$ cat config.mk
export PLATFORM = sky130hd
export DESIGN_NAME = tx_pwr_seq
export DESIGN_NICKNAME = d
export VERILOG_FILES = /design/src/rtl/tps_pkg.sv /design/src/rtl/tps_slot_timer.sv /design/src/rtl/tps_level_sel.sv /design/src/rtl/tps_ramp_interp.sv /design/src/rtl/tx_pwr_seq.sv
export SDC_FILE = /design/constraint.sdc
export NUM_CORES = 1
export LEC_CHECK = 0
export BUFFER_PORTS_ARGS = -buffer_cell sky130_fd_sc_hd__clkbuf_2
export CAP_MARGIN = 20
export CORE_MARGIN = 8
export CORE_UTILIZATION = 60
export DETAILED_ROUTE_END_ITERATION = 6
export GPL_TIMING_DRIVEN = 0
export PLACE_DENSITY_LB_ADDON = 0.25
export SLEW_MARGIN = 10
export SYNTH_ARGS = -nofsm -noshare
export SYNTH_HDL_FRONTEND = slang
export SYNTH_SLANG_ARGS = --single-unit
$ cat constraint.sdc
create_clock -name clk -period 19.3 [get_ports clk]
set_clock_uncertainty 0.2 [all_clocks]
set_input_delay 3.86 -clock clk [delete_from_list [all_inputs] [get_ports clk]]
set_output_delay 3.86 -clock clk [all_outputs]
set_load 0.02 [all_outputs]
$ cat src/rtl/tps_pkg.sv
package tps_pkg;

    // Envelope phase reported beside the power code
    typedef enum logic [2:0] {
        PH_OFF  = 3'd0,
        PH_RISE = 3'd1,
        PH_FLAT = 3'd2,
        PH_FALL = 3'd3,
        PH_STEP = 3'd4
    } tps_phase_e;

endpackage

$ cat src/rtl/tps_slot_timer.sv
module tps_slot_timer #(
    parameter int NUM_SLOTS = 8,
    parameter int SLOT_LEN  = 32,
    parameter int IDX_W     = 3,
    parameter int CNT_W     = 5
) (
    input  logic             clk,
    input  logic             rst_n,
    input  logic             slot_strb,
    input  logic             frame_strb,
    output logic             bnd,
    output logic [IDX_W-1:0] idx_nxt,
    output logic [IDX_W-1:0] follow_idx,
    output logic [CNT_W-1:0] cnt_q
);

    localparam logic [IDX_W-1:0] LAST_IDX = IDX_W'(NUM_SLOTS - 1);
    localparam logic [CNT_W-1:0] LAST_CNT = CNT_W'(SLOT_LEN - 1);

    typedef struct packed {
        logic [IDX_W-1:0] idx;
        logic [CNT_W-1:0] cnt;
    } tmr_t;

    tmr_t t_d, t_q;

    always_comb begin
        t_d        = t_q;
        bnd        = slot_strb | frame_strb;
        follow_idx = (t_q.idx == LAST_IDX) ? '0 : t_q.idx + 1'b1;
        idx_nxt    = frame_strb ? '0 : follow_idx;
        if (bnd) begin
            t_d.idx = idx_nxt;
            t_d.cnt = '0;
        end else if (t_q.cnt != LAST_CNT) begin
            t_d.cnt = t_q.cnt + 1'b1;
        end
    end

    always_ff @(posedge clk or negedge rst_n) begin
        if (!rst_n) begin
            t_q.idx <= LAST_IDX;
            t_q.cnt <= LAST_CNT;
        end else begin
            t_q <= t_d;
        end
    end

    assign cnt_q = t_q.cnt;

endmodule

$ cat src/rtl/tps_level_sel.sv
module tps_level_sel #(
    parameter int CODE_W   = 5,
    parameter int MIN_CODE = 19
) (
    input  logic [CODE_W-1:0] net_max_lvl,
    input  logic [CODE_W-1:0] ol_lvl,
    input  logic              test_mode,
    input  logic [1:0]        ord,
    output logic [CODE_W-1:0] lvl
);

    localparam logic [CODE_W-1:0] WEAK_V = CODE_W'(MIN_CODE);

    logic [CODE_W-1:0] weaker;

    always_comb begin
        // larger code is lower power
        weaker = (net_max_lvl > ol_lvl) ? net_max_lvl : ol_lvl;
        if (!test_mode) begin
            lvl = weaker;
        end else if (ord == 2'd1) begin
            lvl = WEAK_V;
        end else begin
            lvl = net_max_lvl;
        end
    end

endmodule

$ cat src/rtl/tps_ramp_interp.sv
module tps_ramp_interp #(
    parameter int CODE_W     = 5,
    parameter int RAMP_STEPS = 4,
    parameter int STEP_W     = 3
) (
    input  logic [CODE_W-1:0] from_c,
    input  logic [CODE_W-1:0] to_c,
    input  logic [STEP_W-1:0] step,
    output logic [CODE_W-1:0] code
);

    int f_i, t_i, acc;

    always_comb begin
        f_i  = int'(from_c);
        t_i  = int'(to_c);
        acc  = f_i + ((t_i - f_i) * int'(step)) / RAMP_STEPS;
        code = CODE_W'(acc);
    end

endmodule

$ cat src/rtl/tx_pwr_seq.sv
module tx_pwr_seq #(
    parameter int CODE_W     = 5,
    parameter int NUM_SLOTS  = 8,
    parameter int SLOT_LEN   = 32,
    parameter int RAMP_STEPS = 4,
    parameter int OFF_CODE   = 31,
    parameter int MIN_CODE   = 19
) (
    input  logic                 clk,
    input  logic                 rst_n,
    input  logic                 slot_strb,
    input  logic                 frame_strb,
    input  logic [NUM_SLOTS-1:0] slot_mask,
    input  logic                 test_mode,
    input  logic [CODE_W-1:0]    net_max_lvl,
    input  logic [CODE_W-1:0]    ol_lvl,
    output logic [CODE_W-1:0]    pwr_code,
    output logic [2:0]           ramp_phase,
    output logic                 burst_on
);

    import tps_pkg::*;

    localparam int IDX_W  = (NUM_SLOTS > 1) ? $clog2(NUM_SLOTS) : 1;
    localparam int CNT_W  = $clog2(SLOT_LEN);
    localparam int STEP_W = $clog2(RAMP_STEPS + 1);

    localparam logic [CODE_W-1:0] OFF_V     = CODE_W'(OFF_CODE);
    localparam logic [CNT_W-1:0]  DN_CNT    = CNT_W'(SLOT_LEN - RAMP_STEPS - 1);
    localparam logic [STEP_W-1:0] LAST_STEP = STEP_W'(RAMP_STEPS);
    localparam logic [STEP_W-1:0] ONE_STEP  = STEP_W'(1);

    typedef struct packed {
        logic [CODE_W-1:0]    code;
        tps_phase_e           phase;
        logic [CODE_W-1:0]    from;
        logic [CODE_W-1:0]    to;
        logic [STEP_W-1:0]    rs;
        logic                 act;
        logic [NUM_SLOTS-1:0] mask;
        logic [1:0]           ord;
    } st_t;

    localparam st_t ST_RST = '{
        code:  OFF_V,
        phase: PH_OFF,
        from:  OFF_V,
        to:    OFF_V,
        rs:    '0,
        act:   1'b0,
        mask:  '0,
        ord:   '0
    };

    st_t s_d, s_q;

    // slot timing
    logic             bnd;
    logic [IDX_W-1:0] idx_nxt;
    logic [IDX_W-1:0] follow_idx;
    logic [CNT_W-1:0] cnt_q;

    tps_slot_timer #(
        .NUM_SLOTS (NUM_SLOTS),
        .SLOT_LEN  (SLOT_LEN),
        .IDX_W     (IDX_W),
        .CNT_W     (CNT_W)
    ) i_timer (
        .clk        (clk),
        .rst_n      (rst_n),
        .slot_strb  (slot_strb),
        .frame_strb (frame_strb),
        .bnd        (bnd),
        .idx_nxt    (idx_nxt),
        .follow_idx (follow_idx),
        .cnt_q      (cnt_q)
    );

    // view of the frame as seen on this edge
    logic [NUM_SLOTS-1:0] eff_mask;
    logic [1:0]           ord_base;

    always_comb begin : frame_view
        eff_mask = frame_strb ? slot_mask : s_q.mask;
        ord_base = frame_strb ? 2'd0 : s_q.ord;
    end

    logic [CODE_W-1:0] lvl_sel;

    tps_level_sel #(
        .CODE_W   (CODE_W),
        .MIN_CODE (MIN_CODE)
    ) i_level (
        .net_max_lvl (net_max_lvl),
        .ol_lvl      (ol_lvl),
        .test_mode   (test_mode),
        .ord         (ord_base),
        .lvl         (lvl_sel)
    );

    // ramp request selection
    logic              new_act;
    logic [CODE_W-1:0] new_tgt;
    logic              follow_act;
    logic              dn_trig;
    logic [CODE_W-1:0] r_from;
    logic [CODE_W-1:0] r_to;
    logic [STEP_W-1:0] r_step;

    always_comb begin : req_sel
        new_act    = eff_mask[idx_nxt];
        new_tgt    = new_act ? lvl_sel : OFF_V;
        follow_act = s_q.mask[follow_idx];
        dn_trig    = !bnd && s_q.act && !follow_act
                     && (cnt_q == DN_CNT) && (s_q.code != OFF_V);
        if (bnd) begin
            r_from = s_q.code;
            r_to   = new_tgt;
            r_step = ONE_STEP;
        end else if (dn_trig) begin
            r_from = s_q.code;
            r_to   = OFF_V;
            r_step = ONE_STEP;
        end else begin
            r_from = s_q.from;
            r_to   = s_q.to;
            r_step = s_q.rs + 1'b1;
        end
    end

    logic [CODE_W-1:0] ramp_code;

    tps_ramp_interp #(
        .CODE_W     (CODE_W),
        .RAMP_STEPS (RAMP_STEPS),
        .STEP_W     (STEP_W)
    ) i_interp (
        .from_c (r_from),
        .to_c   (r_to),
        .step   (r_step),
        .code   (ramp_code)
    );

    always_comb begin : nxt_state
        s_d = s_q;
        if (bnd) begin
            s_d.mask = eff_mask;
            s_d.act  = new_act;
            if (new_act) begin
                s_d.ord = (ord_base == 2'd3) ? ord_base : ord_base + 1'b1;
            end else begin
                s_d.ord = ord_base;
            end
            s_d.from = s_q.code;
            s_d.to   = new_tgt;
            if (s_q.code == new_tgt) begin
                s_d.rs    = '0;
                s_d.phase = (new_tgt == OFF_V) ? PH_OFF : PH_FLAT;
            end else begin
                s_d.rs   = ONE_STEP;
                s_d.code = ramp_code;
                if (s_q.code == OFF_V) begin
                    s_d.phase = PH_RISE;
                end else if (new_tgt == OFF_V) begin
                    s_d.phase = PH_FALL;
                end else begin
                    s_d.phase = PH_STEP;
                end
            end
        end else if (dn_trig) begin
            s_d.from  = s_q.code;
            s_d.to    = OFF_V;
            s_d.rs    = ONE_STEP;
            s_d.code  = ramp_code;
            s_d.phase = PH_FALL;
        end else if (s_q.rs != '0) begin
            if (s_q.rs == LAST_STEP) begin
                s_d.rs    = '0;
                s_d.phase = (s_q.code == OFF_V) ? PH_OFF : PH_FLAT;
            end else begin
                s_d.rs   = s_q.rs + 1'b1;
                s_d.code = ramp_code;
            end
        end
    end

    always_ff @(posedge clk or negedge rst_n) begin
        if (!rst_n) begin
            s_q <= ST_RST;
        end else begin
            s_q <= s_d;
        end
    end

    assign pwr_code   = s_q.code;
    assign ramp_phase = s_q.phase;
    assign burst_on   = s_q.act;

endmodule

==> impl_metrics.json <==
{
  "status": "completed",
  "p_per_area_nw_per_um2": 152,
  "swShare": 0.402,
  "crit_path_end_kind": "flop",
  "clock_latency_ps": 290,
  "clock_path_buffers": 2,
  "async_reset_ff_frac": 1.00,
  "drc": 0,
  "cts_resized": 0,
  "port_buffers": 30,
  "avgSynthCellArea_um2": 9.69,
  "hold_viol_final": 0,
  "p_leak_nw": 1.88,
  "grt_pass1_wl_um": 12000,
  "max_freq_ghz": 0.0919,
  "worst_pin_slew_ps": 596,
  "p_sw_mw": 0.231,
  "synth_ff_type": "dfstp_2",
  "fin_crit_sh": 0.564,
  "crit_top_cell": "inv_1",
  "ios": 32,
  "cpLargestDelayFamily": "adder cells",
  "synth_edf_count": 0,
  "placed_cell_area_um2": 3650,
  "routed_wl_um": 6830,
  "die-area_um2": 8350,
  "grt-ovfl-total": 0,
  "core-area_um2": 5510,
  "die_x_um": 91.4,
  "hp-class": "flop to flop",
  "layout_commonest_cell": "inv_1",
  "fin_util": 0.688,
  "ys_ff_latch": 40,
  "syn2layout_area_growth_pct": 11.0,
  "setup_viol": 0,
  "min_from": "s_q[19]$_DFFE_PN1P_",
  "grt_max_degree": 41,
  "ys.warnings.count": 0,
  "mostFrequentLayoutCells": "inv_1 (41), nor2_1 (40), ha_1 (36)",
  "rsz0062_at_grt": "no",
  "grtUsageTotal": 0.170,
  "intPower_mw": 0.343,
  "hpwl_um": 5420,
  "whs_path_depth": 2,
  "drive_above_1_share": 0.256,
  "p_seq_frac": 0.229,
  "r2r_slack_ps": 11270,
  "synth_cells": 352,
  "crit_fanout": 10,
  "holdBufCountCts": 0,
  "vias_per_cell": 5.47,
  "cts_root_buffer": "clkbuf_8",
  "wire_per_inst_um": 14.7,
  "r2r_cells": 35,
  "postCtsSetupRepairBufs": 0,
  "fp-row-count": 27,
  "finalCriticalPeriod_ps": 10880,
  "cp-start-kind": "input port",
  "critPathBufInv": 9,
  "place.gp.congestion": 0.821,
  "postRouteAntennaNets": 0,
  "cap_violations": 0,
  "die_y_um": 91.4,
  "r2r-end": "pwr_code[4]$_DFFE_PN1P_",
  "cp_slowest_cell": "fa_1",
  "path_class": "input port to flop",
  "cts.sinks": 40,
  "hold-path-endpoint": "s_q[19]$_DFFE_PN1P_",
  "relSlewSlack": 0.601,
  "drtPass1Iterations": 4,
  "fillers": 430,
  "reg2reg_from": "i_timer.t_q[5]$_DFFE_PN1P_",
  "antenna_found_initial": 0,
  "cts_tree": "built",
  "slew_violations": 0,
  "worstPathRequired_ps": 19330,
  "initial_core_util": 0.619,
  "clkTransAtPathRegs_ps": 80,
  "cts_buffers": 5,
  "vias": 2534,
  "htreeDepth": 2,
  "setup_tns_ps": 0,
  "arrival_ps": 10910,
  "critical-path-max-stage-delay_ps": 520,
  "syn_area_um2": 3410,
  "critPathLaunch": "frame_strb",
  "grt_pass1_vias": 2667,
  "synth_fp_nets": 420,
  "synth_seq_area_share": 0.302,
  "peakVddDrop_v": 0.0000942,
  "nNetsFinal": 458,
  "synth_cell_types": 56,
  "num_antenna_cells": 0,
  "pwr-share-comb": 0.648,
  "power_frac_clock": 0.123,
  "drt_iter0_drc": 136,
  "design_area_um2": 3790
}
==> power groups by stage <==
| stage | registers [mW] | logic [mW] | clock network (mW) |
|---|---|---|---|
| 2_1_floorplan | 0.128 | 0.303 | 0 |
| 3_3_place_gp | 0.131 | 0.357 | 0 |
| 3_5_place_dp | 0.133 | 0.374 | 0 |
| 4_1_cts | 0.131 | 0.376 | 0.0713 |
| 5_1_grt | 0.134 | 0.417 | 0.0740 |
| 6_report | 0.131 | 0.372 | 0.0706 |
==> through the flow <==
step | power [mW] | worst slack, ps | hold slack, ps | instances
2_1_floorplan | 0.431 | 9110 | 248 | 352
3_3_place_gp | 0.489 | 8270 | 257 | 454
3_5_place_dp | 0.506 | 8150 | 261 | 454
4_1_cts | 0.578 | 8440 | 273 | 462
5_1_grt | 0.625 | 7760 | 304 | 463
6_report | 0.574 | 8420 | 270 | 463
==> layer usage <==
metal  wire [um]  GRT usage  vias up
li1            -          -     1263
met1        3180      0.209     1226
met2        3360      0.303       37
met3         223     0.0329        8
met4          63     0.0314        0
met5           0          0        -
==> synth_stat cells, types with 2 or more instances <==
cell / n / area share
nand2b_1: 9 / 0.017
mux2_4: 6 / 0.026
nor2b_1: 3 / 0.0055
xor2_1: 9 / 0.023
a2111oi_4: 2 / 0.016
o21ai_0: 3 / 0.0044
fa_1: 9 / 0.053
buf_4: 8 / 0.018
dfstp_2: 23 / 0.18
nand2_1: 26 / 0.029
or3_1: 3 / 0.0055
mux2_2: 8 / 0.026
mux2i_1: 8 / 0.023
nor3b_1: 3 / 0.0066
nor3_1: 2 / 0.0029
nor2_1: 40 / 0.044
o211a_1: 4 / 0.012
or2_1: 2 / 0.0037
ha_1: 36 / 0.13
nand3_1: 2 / 0.0029
o21ai_1: 4 / 0.0059
a21oi_1: 24 / 0.035
inv_1: 41 / 0.045
dfrtp_1: 17 / 0.12
a21o_1: 10 / 0.022
xnor2_1: 12 / 0.031
mux4_2: 2 / 0.013
o2111ai_1: 2 / 0.0051
clkbuf_1: 7 / 0.0077
==> worst max path at each step <==
stage                              end  slack (ps)  depth (start not counted)
6_report       pwr_code[4]$_DFFE_PN1P_        8420                         36
3_3_place_gp   pwr_code[4]$_DFFE_PN1P_        8270                         36
4_1_cts        pwr_code[4]$_DFFE_PN1P_        8440                         36
5_1_grt        pwr_code[4]$_DFFE_PN1P_        7760                         36
2_1_floorplan  pwr_code[4]$_DFFE_PN1P_        9110                         35
3_5_place_dp   pwr_code[4]$_DFFE_PN1P_        8150                         36
==> state kept, by name, summed over array words and instances, names as in the netlist <==
name,flops
i_timer.cnt_q,5
burst_on,1
s_q,23
pwr_code,5
i_timer.t_q,3
ramp_phase,3
==> worst reg2reg max path: cells and delay by family, from the launching register on <==
kind | cells | cell delay (ps)
multiplexers | 3 | 920
flip-flops | 1 | 390
adder cells (fa/ha/maj) | 8 | 2580
buffers and inverters | 6 | 780
AO/OA/AOI/OAI | 10 | 1900
AND/OR/NAND/NOR | 4 | 510
XOR/XNOR | 4 | 690
==> kinds of logic (layout without fill, tap and decap cells) <==
kind of cell             after synthesis  count (layout)  share of synthesized area
AND/OR/NAND/NOR                      102             102                      0.152
AO/OA/AOI/OAI                         63              63                      0.146
buffers and inverters                 57              96                     0.0715
adder cells (fa/ha/maj)               45              45                      0.185
flip-flops                            40              40                      0.302
multiplexers                          24              24                     0.0895
XOR/XNOR                              21              21                     0.0539
==> cell type report <==
class                   instances  area [um2]  area share
inverters                      42         158      0.0416
multi-input cells             255        2140       0.564
repair buffers                 31         170      0.0449
clock inverters                 3        46.3      0.0122
well taps                      72        90.1      0.0238
clock buffers                   5        68.8      0.0182
plain buffers                  15        86.3      0.0228
flip-flops and latches         40        1030       0.272
(Power assumes the default switching activity.)
